==> src/rtl/sqwave_gen.sv <==
module sqwave_gen #(
  parameter int VAL_W  = 16,
  parameter int SEL_W  = 3,
  parameter bit INVERT = 1'b0
) (
  input  logic             clk,
  input  logic             rst_n,
  input  logic             wr_en,
  input  logic [VAL_W-1:0] wr_value,
  input  logic [SEL_W-1:0] wr_sel,
  output logic             wave_out
);
  localparam int PRE_W = (1 << SEL_W) + 1;
  localparam int CNT_W = VAL_W + 1;

  logic             run, arm, lvl, pend_v;
  logic [VAL_W-1:0] cur_val, pend_val;
  logic [SEL_W-1:0] cur_sel, pend_sel;
  logic [PRE_W-1:0] pre;
  logic [CNT_W-1:0] cnt;

  wire [PRE_W-1:0] pre_max  = (PRE_W'(2) << cur_sel) - PRE_W'(1);
  wire [CNT_W-1:0] units_m1 = CNT_W'(cur_val) - CNT_W'(cur_sel != '0);
  wire             pre_end  = (pre == pre_max);
  wire             wr_zero  = wr_en && (wr_value == '0);
  wire             wr_go    = wr_en && (wr_value != '0);

  always_ff @(posedge clk or negedge rst_n) begin
    if (!rst_n) begin
      run      <= 1'b0;
      arm      <= 1'b0;
      lvl      <= 1'b0;
      pend_v   <= 1'b0;
      cur_val  <= '0;
      cur_sel  <= '0;
      pend_val <= '0;
      pend_sel <= '0;
      pre      <= '0;
      cnt      <= '0;
    end else if (wr_zero) begin
      run    <= 1'b0;
      arm    <= 1'b0;
      lvl    <= 1'b0;
      pend_v <= 1'b0;
    end else begin
      if (run) begin
        if (pre_end) begin
          pre <= '0;
          if (cnt == units_m1) begin
            cnt <= '0;
            lvl <= !lvl;
            if (!lvl && pend_v) begin
              cur_val <= pend_val;
              cur_sel <= pend_sel;
              pend_v  <= 1'b0;
            end
          end else begin
            cnt <= cnt + 1'b1;
          end
        end else begin
          pre <= pre + 1'b1;
        end
      end else if (arm && !wr_go) begin
        arm <= 1'b0;
        run <= 1'b1;
        lvl <= 1'b1;
        pre <= '0;
        cnt <= '0;
      end
      if (wr_go && run) begin
        pend_val <= wr_value;
        pend_sel <= wr_sel;
        pend_v   <= 1'b1;
      end else if (wr_go) begin
        cur_val <= wr_value;
        cur_sel <= wr_sel;
        arm     <= 1'b1;
      end
    end
  end

  assign wave_out = lvl ^ INVERT;
endmodule


==> config.mk <==
export PLATFORM = sky130hd
export DESIGN_NAME = sqwave_gen
export DESIGN_NICKNAME = d
export VERILOG_FILES = /design/src/rtl/sqwave_gen.sv
export SDC_FILE = /design/constraint.sdc
export NUM_CORES = 1
export LEC_CHECK = 0
export CELL_PAD_IN_SITES_DETAIL_PLACEMENT = 1
export CELL_PAD_IN_SITES_GLOBAL_PLACEMENT = 2
export CORE_MARGIN = 2
export CORE_UTILIZATION = 42
export DETAILED_ROUTE_END_ITERATION = 16
export PLACE_DENSITY = 0.85
export SYNTH_ARGS = -nofsm -noshare
export SYNTH_HDL_FRONTEND = slang
export SYNTH_SLANG_ARGS = --single-unit
==> constraint.sdc <==
create_clock -name clk -period 7.5 [get_ports clk]
set_input_delay 1.875 -clock clk [delete_from_list [all_inputs] [get_ports clk]]
set_output_delay 1.875 -clock clk [all_outputs]
set_load 0.03 [all_outputs]
Word-level counts from Yosys, hierarchy flattened
Cells that the tools add are included.

word-level totals
  output and inout bits = 1
  input port bits = 22
  word-level logic and storage cells = 80
  bits in registers = 68

operators by class
  shifts and indexed selects = 1
  reductions and logical operators = 21
  mux-type cells = 38
  eq/ne operators = 5
  add/sub/neg operators = 4
  bitwise logic cells = 1

operator list
  cell                     count
  $mux W16                 6
  $mux W17                 4
  $mux W9                  3
  $mux W1                  19
  $mux W3                  6
  $reduce_bool A3 Y1       6
  $add A17 B1 Y17 const B  1
  $eq A17 B17 Y1           1
  $sub A16 B1 Y17          1
  $logic_not A16 Y1        1
  $reduce_bool A16 Y1      1
  $add A9 B1 Y9 const B    1
  $eq A9 B9 Y1             1
  $shl A2 B3 Y9 const A    1
  $sub A9 B2 Y9 const B    1
  $ne A3 B1 Y1 const B     2
  $reduce_and A3 Y1        2
  $logic_and A1 B1 Y1      5
  $reduce_and A2 Y1        2
  $reduce_and A4 Y1        1
  $logic_not A1 Y1         2
  $ne A2 B1 Y1 const B     1
  $reduce_bool A2 Y1       1
  $not A1 Y1               1

Depth between registers and ports, before layout
  depth in word-level cells = 9
  depth in mapped cells = 14
  depth with buffers taken out = 11

Worst setup path before layout
No wires, ideal clock.

  path kind = in2reg
  from = input wr_value[5]
  to = register cur_sel[2]
  cell stages on the path = 9
  data required time = 7.377 ns
  buffers on the path = 2
  data arrival time = 3.671 ns
  library setup time = 0.123 ns
  setup slack = 3.706 ns
  cell sequence = nor4_1 and4_1 nand2_1 inv_1 or4b_1 or3_1 buf_4 buf_6 o221a_1

between the ends
  word-level cells in the longest chain between the ends = 4
  elaborated cells between the ends (all ways) = 7
  those cells by class = 2 x mux; 5 x reduce/logical

ends and longest elaborated chain
  item                                                   line    RTL
  start, declared                                        9       input logic [VAL_W-1:0] wr_value,
  $reduce_bool A16 Y1                                    26      wire wr_go = wr_en && (wr_value != '0);
  $logic_and A1 B1 Y1                                    26
  $mux W3 / $logic_and A1 B1 Y1 (equally long branches)  74, 70
  $mux W3                                                70      if (wr_go && run) begin
  end signal, assigned                                   54      cur_sel <= pend_sel;
  end signal, assigned                                   76      cur_sel <= wr_sel;
  end, declared                                          18      logic [SEL_W-1:0] cur_sel, pend_sel;

Parallel ways exist; a longest one is shown, timed or not.
A chain may end at the register's enable or synchronous reset.

Worst setup path in the final report
  from = register cur_sel[2]
  to = register cnt[1]

between the ends
  word-level cells in the longest chain between the ends = 6
  elaborated cells between the ends (all ways) = 11
  those cells by class = 2 x add/sub; 3 x eq/ne; 1 x shift; 3 x mux; 2 x reduce/logical

ends and longest elaborated chain
  item                  line  RTL
  $reduce_bool A3 Y1    23    wire [CNT_W-1:0] units_m1 = CNT_W'(cur_val) - CNT_W'(cur_sel != '0);
  $sub A16 B1 Y17       23
  $eq A17 B17 Y1        49    if (cnt == units_m1) begin
  $mux W17              49
  $mux W17              47    if (pre_end) begin
  $mux W17              46    if (run) begin
  end signal, assigned  58    cnt <= cnt + 1'b1;
  end, declared         20    logic [CNT_W-1:0] cnt;

Parallel ways exist; a longest one is shown, timed or not. The select of a mux whose other input is x is not followed.

==> results.cfg <==
[clocking]
cts_buffers = 9
cts_tree = yes
clock_latency_ns = 0.36
root_buffer = clkbuf_8
hold_buffers = 0
cts_resized = 0
path_clk_slew_ns = 0.08
cts.sinks = 68
cts_buffer_depth = 2
cts_setup_buffers = 0
h-tree-depth = 3

[logic_synthesis]
synth_area_sq_um = 4400
yosys.cell_count.top_type = dfrtp_1
synth_common_cells = dfrtp_1 (68), nand2_1 (32), nand2b_1 (25)
synth.yosys.seq_area_share_pct = 38.7
synth_top_flop_cell = dfrtp_1
syn_inst = 445
syn_nets = 472
synth-edff-count = 0
synth_top_area_share_pct = 38.7
ys_seq_elements = 68
yosysTopAreaCell = dfrtp_1
synthArstFlopShare_pct = 100
yosys-top-cells-area = dfrtp_1 (39%), mux2_2 (4.9%), o221a_1 (4.6%)
synthDistinctLibCells = 70
ys_warn_count = 0
synth.avg_cell_area_sq_um = 9.88

[setup_path]
crit_end = cnt[1]
r2r_end = cnt[1]
path_depth = 11
r2r_cells = 11
crit_buf_inv = 0
cp_slowest_stage_delay_ns = 0.79
r2r_setup_slack_ns = 3.04
critPathCaptureType = flop
critPathTopFamily = simple AND/OR/NAND/NOR gates
crit_required_ns = 7.70
path_cells = nor2_1, nand2_1, ha_1, ha_1, or4b_1, nor4_1, and4_1, o311ai_1, or4_1, nor2_1, o21ai_1
worst-path-max-fanout = 11
critPathSlowestCell = nor2_1
timing.rr.start = cur_sel[2]
start_kind = flop
crit_start = cur_sel[2]
crit_arrival_ns = 4.67
path_class = reg2reg

[global_route]
gr-total-overflow = 0
first_global_vias = 3847
track_usage_pct = 23.3
grt_max_degree = 69
antenna_found_initial = 0
grt_pass1_wl_um = 20400

[placement]
gp_congestion = 0.839
dpl_cell_area_sq_um = 4670
hpwl_um = 8650
place_ws_ns = 2.61
port_buffers = 22

[route]
routedWlPerCell_um = 20.5
drtIter0Drc = 203
vias = 3687
antenna_left = 0
viasPerCell = 6.20
dr.pass1.iters = 4
totalWireLength_um = 12200
drcViolationCount = 0

[worst_hold_path]
hp-class = reg2reg

[power_and_ir_drop]
p_per_area_nw_per_um2 = 264
max-vdd-ir-drop_uv = 141
p_leak_nw = 1.83

[die]
core_area_sq_um = 10200
fp.dieW_um = 106
rows = 37
die_h_um = 106
dieArea_sq_um = 11300
start_util_pct = 43.0
ios = 23

[sta]
rsz0062_at_grt = no
whs_ns = 0.518
setup_viol = 0
setup_tns_ns = 0
fin_ws_ns = 3.04
fin_crit_sh_pct = 59.5
hold_viol_final = 0
clock.fmax_mhz = 224
finalCriticalPeriod_ns = 4.46
finClkSkew_ns = 0.0126
tightest_slew_ns = 0.913
report.final.slew_viol_count = 0
relSlewSlack_pct = 38.9

[status]
status = finished, final reports clean

[cells_and_area]
drive_above_1_share_pct = 12.4
postLayoutCellArea_sq_um = 4880
antenna_cells = 0
synthToLayoutAreaGrowth_pct = 11.0
nNetsFinal = 481

[run]
cap_violations = 0
[per-stage QoR]
stage | total power [mW] | util [%] | cells
floorplan | 0.848 | - | 445
detailed placement | 0.970 | 45.7 | 579
global route | 1.38 | 47.7 | 595
CTS | 1.30 | 47.7 | 595
global placement | 0.941 | 45.7 | 579
finish | 1.29 | 47.7 | 595
[power breakdown]
| group | leakage (nW) | internal (mW) | total (mW) | switching, mW |
|---|---|---|---|---|
| combinational | 0.934 | 0.190 | 0.382 | 0.192 |
| clock | 0.105 | 0.159 | 0.324 | 0.165 |
| sequential | 0.796 | 0.441 | 0.584 | 0.143 |
| total | 1.83 | 0.790 | 1.29 | 0.501 |
[cell type report]
class,count,area (sq um)
Sequential cell,68,1700
Clock buffer,9,124
Timing Repair Buffer,25,238
Fill cell,1162,5350
Inverter,15,56.3
Multi-Input combinational cell,335,2510
Tap cell,136,170
Clock inverter,7,82.6
[layout by cell type, fill, tap and decap left out, types with 4 or more instances in the layout]
cell type        netlist  routed
o21ai_1                4       4
a21oi_1                9       9
a221oi_1               9       9
o2111ai_1              4       4
or3_1                 11      11
xnor2_1               17      17
nor2b_1                7       7
xor2_1                12      12
nand4_1               10      10
clkbuf_8               0       9
nor4_1                15      15
ha_1                   5       5
nand2b_1              25      25
o21ai_0                6       6
and3_1                11      11
o211ai_1               4       4
clkdlybuf4s50_1        0      21
nor3b_1               11      11
or4_1                  4       4
dfrtp_1               68      68
mux2_2                19      19
nand2_1               32      32
o41ai_1                9       9
o221a_1               18      18
nand3_1               12      12
nor3_1                11      10
nor2_1                15      15
inv_1                 14      14
[registers in the layout, indices dropped and copies added, names as in the netlist]
register  flops
run           1
pend_sel      3
wave_out      1
cur_sel       3
arm           1
pend_v        1
cur_val      16
pend_val     16
cnt          17
pre           9
[how the worst min path moves through the flow]
stage | start | endpoint | slack [ns] | depth (start not counted)
2_1_floorplan | pend_sel[0] | pend_sel[0] | 0.48 | 1
3_3_place_gp | pend_val[3] | pend_val[3] | 0.49 | 1
3_5_place_dp | pend_sel[2] | pend_sel[2] | 0.50 | 1
4_1_cts | pend_sel[2] | pend_sel[2] | 0.52 | 1
5_1_grt | pend_val[2] | pend_val[2] | 0.53 | 1
6_report | pend_val[2] | pend_val[2] | 0.52 | 1
[layer usage]
| metal | wire length (um) | GRT usage (%) |
|---|---|---|
| met5 | 0 | 0 |
| met4 | 212 | 6.86 |
| met3 | 349 | 4.72 |
| met2 | 5930 | 37.7 |
| met1 | 5710 | 31.5 |
[cell families (layout without fill, tap and decap cells)]
family	after synthesis	count (layout)	share of synthesized area (%)
AOI/OAI and AO/OA	90	90	18.1
xor gates and xnor gates	29	29	5.78
adders and majority gates	5	5	1.42
buffers and inverters	42	56	4.35
DFF	68	68	38.7
muxes	23	23	5.81
and+or+nand+nor	188	188	25.8
No activity file was read; power rests on OpenSTA's default activity.
